--- config.mk ---
export PLATFORM = sky130hd
export DESIGN_NAME = second_tick_divider
export DESIGN_NICKNAME = d
export VERILOG_FILES = /design/src/rtl/calsec_pkg.sv /design/src/rtl/cal_word_reg.sv /design/src/rtl/trim_accum.sv /design/src/rtl/tick_div_fsm.sv /design/src/rtl/second_tick_divider.sv
export SDC_FILE = /design/constraint.sdc
export NUM_CORES = 1
export LEC_CHECK = 0
export BUFFER_PORTS_ARGS = -buffer_cell sky130_fd_sc_hd__buf_2
export CELL_PAD_IN_SITES_DETAIL_PLACEMENT = 1
export CELL_PAD_IN_SITES_GLOBAL_PLACEMENT = 1
export CORE_AREA = 2 2 82 84
export DETAILED_ROUTE_END_ITERATION = 12
export DIE_AREA = 0 0 84 86
export PLACE_DENSITY_LB_ADDON = 0.1
export RECOVER_POWER = 50
export SYNTH_ARGS = -nofsm -noshare
export SYNTH_HDL_FRONTEND = slang
export SYNTH_SLANG_ARGS = --single-unit
--- constraint.sdc ---
create_clock -name clk -period 3.4 [get_ports clk]
set_input_delay 0.34 -clock clk [delete_from_list [all_inputs] [get_ports clk]]
set_output_delay 0.34 -clock clk [all_outputs]
set_load 0.005 [all_outputs]
--- src/rtl/calsec_pkg.sv ---
package calsec_pkg;

    // Division machine states
    typedef enum logic [0:0] {
        CNT_BASE = 1'b0,
        CNT_TRIM = 1'b1
    } cnt_state_e;

endpackage

--- src/rtl/cal_word_reg.sv ---
module cal_word_reg #(
    parameter int CNT_W  = 16,
    parameter int FRAC_W = 4,
    parameter int BUS_W  = 32,
    parameter logic [CNT_W+FRAC_W:0] CAL_DEFAULT = 21'h198233
) (
    input  logic              clk,
    input  logic              rst_n,
    input  logic              wr_i,
    input  logic [BUS_W-1:0]  data_i,
    output logic [CNT_W-1:0]  lim_o,
    output logic [FRAC_W-1:0] frac_o,
    output logic              fen_o
);
    localparam int CAL_W  = CNT_W + FRAC_W + 1;
    localparam int FEN_B  = CNT_W + FRAC_W;

    logic [CAL_W-1:0] cal_q;

    generate
        if (BUS_W > CAL_W) begin : g_hi
            logic unused_hi;
            assign unused_hi = ^data_i[BUS_W-1:CAL_W];
        end
    endgenerate

    always_ff @(posedge clk) begin
        if (!rst_n)
            cal_q <= CAL_DEFAULT;
        else if (wr_i)
            cal_q <= data_i[CAL_W-1:0];
    end

    assign lim_o  = cal_q[CNT_W-1:0];
    assign frac_o = cal_q[FEN_B-1:CNT_W];
    assign fen_o  = cal_q[FEN_B];


    cal_load_chk: assert property (@(posedge clk) disable iff (!rst_n)
        wr_i |=> (cal_q == $past(data_i[CAL_W-1:0])));

endmodule

--- src/rtl/trim_accum.sv ---
module trim_accum #(
    parameter int FRAC_W = 4
) (
    input  logic              clk,
    input  logic              rst_n,
    input  logic              clr_i,
    input  logic              adv_i,
    input  logic [FRAC_W-1:0] frac_i,
    input  logic              fen_i,
    output logic              extra_o
);
    logic [FRAC_W-1:0] acc_q;
    logic [FRAC_W:0]   sum;

    assign sum     = {1'b0, acc_q} + {1'b0, frac_i};
    assign extra_o = fen_i & sum[FRAC_W];

    always_ff @(posedge clk) begin
        if (!rst_n || clr_i)
            acc_q <= '0;
        else if (adv_i && fen_i)
            acc_q <= sum[FRAC_W-1:0];
    end


    acc_hold_chk: assert property (@(posedge clk) disable iff (!rst_n)
        (!fen_i && !clr_i) |=> $stable(acc_q));


    acc_clr_chk: assert property (@(posedge clk) disable iff (!rst_n)
        clr_i |=> (acc_q == '0));

endmodule

--- src/rtl/tick_div_fsm.sv ---
module tick_div_fsm
    import calsec_pkg::*;
#(
    parameter int CNT_W = 16
) (
    input  logic             clk,
    input  logic             rst_n,
    input  logic             tick_i,
    input  logic             restart_i,
    input  logic [CNT_W-1:0] lim_i,
    input  logic             extra_i,
    output logic             sec_adv_o,
    output logic             sec_pulse_o,
    output logic [CNT_W-1:0] cnt_o
);
    localparam logic [CNT_W-1:0] ONE = {{(CNT_W-1){1'b0}}, 1'b1};

    cnt_state_e       state_q, state_d;
    logic [CNT_W-1:0] cnt_q, cnt_d;
    logic [CNT_W:0]   cnt_inc;
    logic [CNT_W-1:0] lim_eff;
    logic             base_done;
    logic             wrap;
    logic             pulse_q;

    assign lim_eff   = (lim_i == '0) ? ONE : lim_i;
    assign cnt_inc   = {1'b0, cnt_q} + {1'b0, ONE};
    assign base_done = (cnt_inc >= {1'b0, lim_eff});

    always_comb begin
        state_d = state_q;
        cnt_d   = cnt_q;
        wrap    = 1'b0;
        if (restart_i) begin
            state_d = CNT_BASE;
            cnt_d   = '0;
        end else if (tick_i) begin
            unique case (state_q)
                CNT_BASE: begin
                    if (base_done && extra_i) begin
                        state_d = CNT_TRIM;
                        cnt_d   = cnt_inc[CNT_W-1:0];
                    end else if (base_done) begin
                        wrap  = 1'b1;
                        cnt_d = '0;
                    end else begin
                        cnt_d = cnt_inc[CNT_W-1:0];
                    end
                end
                CNT_TRIM: begin
                    wrap    = 1'b1;
                    cnt_d   = '0;
                    state_d = CNT_BASE;
                end
            endcase
        end
    end

    // State register
    always_ff @(posedge clk) begin
        if (!rst_n) begin
            state_q <= CNT_BASE;
            cnt_q   <= '0;
        end else begin
            state_q <= state_d;
            cnt_q   <= cnt_d;
        end
    end

    // Output register
    always_ff @(posedge clk) begin
        if (!rst_n)
            pulse_q <= 1'b0;
        else
            pulse_q <= wrap;
    end

    assign sec_adv_o   = wrap;
    assign sec_pulse_o = pulse_q;
    assign cnt_o       = cnt_q;


    pulse_zero_chk: assert property (@(posedge clk) disable iff (!rst_n)
        pulse_q |-> (cnt_q == '0));


    idle_hold_chk: assert property (@(posedge clk) disable iff (!rst_n)
        (!tick_i && !restart_i) |=> ($stable(cnt_q) && !pulse_q));


    restart_chk: assert property (@(posedge clk) disable iff (!rst_n)
        restart_i |=> (cnt_q == '0 && !pulse_q && state_q == CNT_BASE));


    base_bound_chk: assert property (@(posedge clk) disable iff (!rst_n)
        (state_q == CNT_BASE) |-> (cnt_q < lim_eff));


    trim_step_chk: assert property (@(posedge clk) disable iff (!rst_n)
        (state_q == CNT_TRIM && tick_i && !restart_i) |=> pulse_q);

endmodule

--- src/rtl/second_tick_divider.sv ---
module second_tick_divider #(
    parameter int CNT_W  = 16,
    parameter int FRAC_W = 4,
    parameter int BUS_W  = 32,
    parameter logic [CNT_W+FRAC_W:0] CAL_DEFAULT = 21'h198233
) (
    input  logic             clk,
    input  logic             rst_n,
    input  logic             osc_tick_i,
    input  logic             cal_wr_i,
    input  logic [BUS_W-1:0] cal_data_i,
    output logic             sec_pulse_o,
    output logic [CNT_W-1:0] tick_cnt_o
);
    logic [CNT_W-1:0]  lim;
    logic [FRAC_W-1:0] frac;
    logic              fen;
    logic              extra;
    logic              sec_adv;

    cal_word_reg #(
        .CNT_W(CNT_W), .FRAC_W(FRAC_W), .BUS_W(BUS_W), .CAL_DEFAULT(CAL_DEFAULT)
    ) u_cal (
        .clk(clk), .rst_n(rst_n), .wr_i(cal_wr_i), .data_i(cal_data_i),
        .lim_o(lim), .frac_o(frac), .fen_o(fen)
    );

    trim_accum #(.FRAC_W(FRAC_W)) u_acc (
        .clk(clk), .rst_n(rst_n), .clr_i(cal_wr_i), .adv_i(sec_adv),
        .frac_i(frac), .fen_i(fen), .extra_o(extra)
    );

    tick_div_fsm #(.CNT_W(CNT_W)) u_fsm (
        .clk(clk), .rst_n(rst_n), .tick_i(osc_tick_i), .restart_i(cal_wr_i),
        .lim_i(lim), .extra_i(extra), .sec_adv_o(sec_adv),
        .sec_pulse_o(sec_pulse_o), .cnt_o(tick_cnt_o)
    );

endmodule

Word level (Yosys, flattened, before mapping). Index checks and enable logic that the tools add are counted.

Add/subtract/negate cells: 2. Order comparisons: 1. Muxes and demuxes: 11. Bitwise operators: 3. Reduce and logical (&&, ||, !) cells: 6.

Operators with widths (number): 16-bit two-way mux (3); 16-bit case mux with 2 select lines (1); 16-bit by 1-bit adder with 17-bit output, second input constant (1); 17-bit by 16-bit >= comparator with 1-bit output (1); 16-bit logical NOT (1); 4-bit by 4-bit adder with 5-bit output (1); 1-bit two-way mux (5); 1-bit case mux with 2 select lines (2); 1-bit logical AND (2); 1-bit inverter (2); 2-bit OR reduction (1); 1-bit AND (1); 1-bit logical NOT (1); 1-bit logical OR (1).

Flip-flop bits (word level): 43. Input bits: 36. Output and inout bits: 17.

Depth between registers and ports, before layout.
Depth after elaboration: 9. Depth in mapped cells: 13.

Hierarchy. From an unflattened synthesis, not the netlist that was laid out.

Cells, all modules: 286. Area total of the unflattened synthesis: 2516.2 sq um.

Modules (own cells, without submodules): tick_div_fsm (instances 1, cells each 184, area each 1422.6 sq um); cal_word_reg (instances 1, cells each 68, area each 798.3 sq um); trim_accum (instances 1, cells each 34, area each 295.3 sq um).

Worst setup path after synthesis. Ideal clock, no wire load.

Path type: register to register. From: reg u_fsm.cnt_q[0] (netlist: u_fsm.cnt_o[0]). To: reg u_acc.acc_q[0]. Library setup time: 72 ps. Arrival: 2908 ps. Slack: 420 ps. Stages on the path, launching flop included: 13. Buffers on the path: 0. Clock period less this slack: 2980 ps. Path through: dfxtp_1 ha_1 nand3_4 nor4_4 nand4_1 xnor2_1 ha_1 nand3_1 nor4_1 a211oi_1 and3_4 a211oi_4 mux2i_1.

Word-level cells in the longest chain between the ends: 8. Elaborated cells between the ends (all ways): 9. Those cells by class: add/sub (1); order compare (1); mux (5); reduce/logical (2).

Ends and longest elaborated chain: start, declared (RTL line tick_div_fsm.sv:19) `logic [CNT_W-1:0] cnt_q, cnt_d;`; start signal, assigned (RTL line tick_div_fsm.sv:66) `cnt_q <= cnt_d;`; 16-bit by 1-bit adder with 17-bit output (*) (RTL line tick_div_fsm.sv:27) `assign cnt_inc = {1'b0, cnt_q} + {1'b0, ONE};`; 17-bit by 16-bit >= comparator with 1-bit output (*) (RTL line tick_div_fsm.sv:28) `assign base_done = (cnt_inc >= {1'b0, lim_eff});`; 1-bit two-way mux or 1-bit logical AND (tied branches) (RTL line tick_div_fsm.sv:43, tick_div_fsm.sv:40); 1-bit two-way mux (*) (RTL line tick_div_fsm.sv:40) `if (base_done && extra_i) begin`; 1-bit case mux with 2 select lines (*) (RTL line tick_div_fsm.sv:38) `unique case (state_q)`; 1-bit two-way mux (*) (RTL line tick_div_fsm.sv:37) `end else if (tick_i) begin`; 1-bit two-way mux (*) (RTL line tick_div_fsm.sv:34) `if (restart_i) begin`; 1-bit logical AND (*) (RTL line trim_accum.sv:21) `else if (adv_i && fen_i)`; end signal, assigned (RTL line trim_accum.sv:22) `acc_q <= sum[FRAC_W-1:0];`; end, declared (RTL line trim_accum.sv:12) `logic [FRAC_W-1:0] acc_q;`.

Mark *: on every way between the ends. The rest lies on a longest branch, timed or not. A chain may end at the register's enable or synchronous reset.

Worst setup path in the final report.
From: reg u_fsm.cnt_q[1] (netlist: u_fsm.cnt_o[1]). To: reg u_fsm.cnt_q[1] (netlist: u_fsm.cnt_o[1]).

Word-level cells in the longest chain between the ends: 5. Elaborated cells between the ends (all ways): 6. Those cells by class: add/sub (1); order compare (1); mux (3); reduce/logical (1).

Ends and longest elaborated chain (RTL line): 16-bit by 1-bit adder with 17-bit output (*) (tick_div_fsm.sv:27); 17-bit by 16-bit >= comparator with 1-bit output (tick_div_fsm.sv:28); 16-bit two-way mux or 1-bit logical AND (tied branches) (tick_div_fsm.sv:43, tick_div_fsm.sv:40); 16-bit two-way mux (*) (tick_div_fsm.sv:40); 16-bit case mux with 2 select lines (*) (tick_div_fsm.sv:38).

Marks and branches as above.

==> summary.md <==
| Metric | Value |
|---|---|
| Initial core utilization | `0.4062` |
| Worst-path maximum fanout | `6` |
| Reg2reg start | `u_fsm.cnt_o[1]` |
| FILL cells | `~780` |
| Placed Cells | `a little over 400` |
| Mapped Avg Cell Area | `roughly 8.7 um2` |
| Distinct cells, synth | `43` |
| Sequential area share after synthesis | `0.3376` |
| Post-DP HPWL | `roughly 4900 um` |
| WL/cell | `approximately 15 um` |
| I/O pin total | `53` |
| Worst setup SP type | `flop` |
| Post-CTS setup buffers | `0` |
| Largest net degree at the start of global routing | `30` |
| Post-route ant nets | `0` |
| Worst-path clk slew | `0.09 ns` |
| Worst vdd ir | `171.7 uV` |
| Outcome | `finished with violations` |
| WP data required | `approximately 3.6 ns` |
| Worst reg2reg path depth | `13` |
| Global-route wire length before repair | `around 11,000 um` |
| Die width | `approximately 84 um` |
| Die Span Y | `86 um` |
| Achievable Freq | `~320 MHz` |
| Core Rows | `29` |
| Num CTS Buffers | `5` |
| CORE AREA | `6277 um2` |
| WS Path Type | `flop to flop` |
| Yosys Warn Count | `0` |
| Failing checks | `capacitance limit, slew limit` |
| HP Start | `cal_data_i[15]` |
| Hold Path End | `u_cal.cal_q[15]` |
| Vias in the first global route | `between 2k and 2.5k` |
| Total Routed Length | `around 6400 um` |
| Ant. Diodes | `0` |
| Yosys top cell area share | `0.3376` |
| FF+latch area | `around 860 um2` |
| Gpl congestion | `between 0.7 and 0.8` |
| R2r endpoint | `u_fsm.cnt_o[1]` |
| Commonest cells in the netlist | `dfxtp_1 (43), nand2_1 (35), inv_1 (23), ha_1 (21), mux2i_1 (19)` |
| Final Critical Period | `around 3.1 ns` |
| Lkg Pwr | `~1.3 nW` |
| PostCTS Resize Cnt | `0` |
| Global route total overflow | `0` |
| Rel. slew slack | `-0.01178` |
| Drt pass-1 iters | `4` |
| Worst Hold Depth | `3` |
| Fin. max-slew vios | `30` |
| Vias post-DR | `2,149` |
| Tcrit/Tclk final | `0.9248` |
| Full die area | `7224 um2` |
| Min Hold Slack | `approximately 0.25 ns` |
| Mapped Area | `2550 um2` |
| Ratio of cells with drive above 1 in the final layout | `0.2018` |
| Area Overhead vs Synth | `16.93%` |
| H-tree depth | `2` |
| Via/cell ratio | `between 5 and 6` |
| Flop-to-flop setup slack | `~0.26 ns` |
| Worst-Margin Slew | `around 1.5 ns` |
| Non-filler cells, final | `roughly 420` |
| Async SR Flop Fraction | `0` |
| Buffers & Inverters on Critical Path | `2` |
| Multi-input logic area | `1575 um2` |
| Input/output buffers | `41` |
| EDFF count, synth | `0` |
| Ys flop type | `dfxtp_1` |
| Worst-Skew Late Latency | `between 0.3 and 0.4 ns` |
| TNS Setup | `0 ns` |
| GRT Util Overall | `0.1861` |
| Initial antenna violation count | `0` |
| Max_cap viols | `1` |
| Yosys reg bits | `43` |
| Ranking of synthesized cells by area | `dfxtp_1 (34%), ha_1 (10%), mux2i_1 (7.5%)` |
| Bufs on Longest Clock Path | `2` |
| Hold WC Path Type | `primary input to flop` |
| Starting DRC count in detailed routing | `85` |
| Root Driver | `clkbuf_8` |
| CP max stage delay | `approximately 0.36 ns` |
| Syn nets | `approximately 350` |
| Slowest cell on crit path | `dfxtp_1` |
| Cells after Synth | `between 200 and 300` |
| Layout Nets | `399` |
| Crit end category | `flop` |
| Cts hold-fix bufs | `0` |
| PD cells | `328.3 nW/um2` |
| Worst-path cell chain | `ha_2 -> nand3_4 -> nor3_1 -> buf_4 -> xor2_1 -> ha_1 -> a21oi_1 -> o21ai_0 -> a211oi_1 -> o31a_1 -> a21oi_1 -> buf_4 -> o21ai_0` |
| RSZ-0062 raised after global routing | `false` |
| Arr. time, crit path | `between 3 and 4 ns` |
| CP delay by family, top | `compound AO/OA/AOI/OAI gates` |
| Final Skew | `between 0.008 and 0.009 ns` |
| DR DRC count | `0` |
| Setup violations, final | `0` |
| CTS tree | `built` |
| Final Hold Viols | `0` |
| Cell with the most instances after synthesis | `dfxtp_1` |
| Clock sink count | `43` |
| Most area-hungry cell type in the Yosys netlist | `dfxtp_1` |
## where the power goes
group	switching (mW)	total [mW]	internal, mW
clock	0.201	0.344	0.143
combinational	0.0573	0.103	0.0457
sequential	0.0121	0.532	0.520
## layout by cell type (no fill, tap or decap), drive strengths merged
master    instances
a211oi            3
a21o              1
a21oi            10
a41o              1
a41oi             1
and2              1
and3              2
buf              47
clkbuf            9
clkinv            1
clkinvlp          2
dfxtp            43
fa                1
ha               21
inv              23
mux2i            19
nand2            36
nand2b            4
nand3            15
nand4             7
nor2             10
nor2b            16
nor3             15
nor4              5
o211a             1
o211ai            6
o21a              1
o21ai             9
o221a             1
o31a              1
o32ai             1
or2               1
or2b              1
or3               2
xnor2            14
xor2             11
## stage by stage
step	worst slack (ns)	cell area [um2]	power, mW	utilization
final	0.2555	2982	0.9790	0.4750
after global routing	0.02934	2982	1.026	0.4750
after global placement	0.2236	2882	0.6417	0.4590
after floorplan	0.4200	2550	0.6069	-
after CTS	0.1229	2970	0.9908	0.4732
after detailed placement	0.1700	2882	0.6460	0.4590
## cell families after synthesis
kind of cell / count (synthesis) / share of synthesized area
xor+xnor: 25 / 0.08587
simple gates: 115 / 0.2409
mux: 19 / 0.07458
fa+ha+maj: 22 / 0.1109
flops: 43 / 0.3376
buf+inv: 34 / 0.05152
compound gates: 36 / 0.09863
## worst max-delay path by stage
stage | endpoint | cells after the start | slack (ns) | from
finish | u_fsm.cnt_o[1] | 13 | 0.26 | u_fsm.cnt_o[1]
global route | u_acc.acc_q[1] | 13 | 0.03 | u_fsm.cnt_o[0]
floorplan | u_acc.acc_q[0] | 12 | 0.42 | u_fsm.cnt_o[0]
detailed placement | u_fsm.sec_pulse_o | 12 | 0.17 | u_fsm.cnt_o[0]
CTS | u_fsm.sec_pulse_o | 12 | 0.12 | u_fsm.cnt_o[0]
global placement | u_fsm.sec_pulse_o | 12 | 0.22 | u_fsm.cnt_o[0]
## state kept, by name (all words and copies together) (netlist names)
name and cells:
u_cal.cal_q 21, u_fsm.cnt_o 16, u_acc.acc_q 4, u_fsm.sec_pulse_o 1, u_fsm.state_q 1
## worst reg2reg max path: cells and delay by family, from the launching register on
kind / cells / cell delay (ns)
adders and majority gates: 2 / 0.55
and+or+nand+nor: 2 / 0.39
AOI/OAI and AO/OA: 6 / 1.21
xor gates and xnor gates: 1 / 0.23
buffers and inverters: 2 / 0.32
DFF: 1 / 0.36
## routing by layer
metal / GRT usage / vias to the layer above / routed length (um)
li1: - / 1103 / -
met3: 0.03465 / 5 / 219
met4: 0.04839 / 0 / 61
met2: 0.3018 / 36 / 2830
met1: 0.2562 / 1005 / 3264
met5: 0 / - / 0
## cell type report
type	instances	share of cell area
Multi-Input combinational cell	217	0.5283
Sequential cell	43	0.2891
Timing Repair Buffer	51	0.09148
Tap cell	77	0.03231
Inverter	23	0.02896
Clock buffer	5	0.02308
Clock inverter	3	0.006714
No activity file was read; power rests on OpenSTA's default activity.
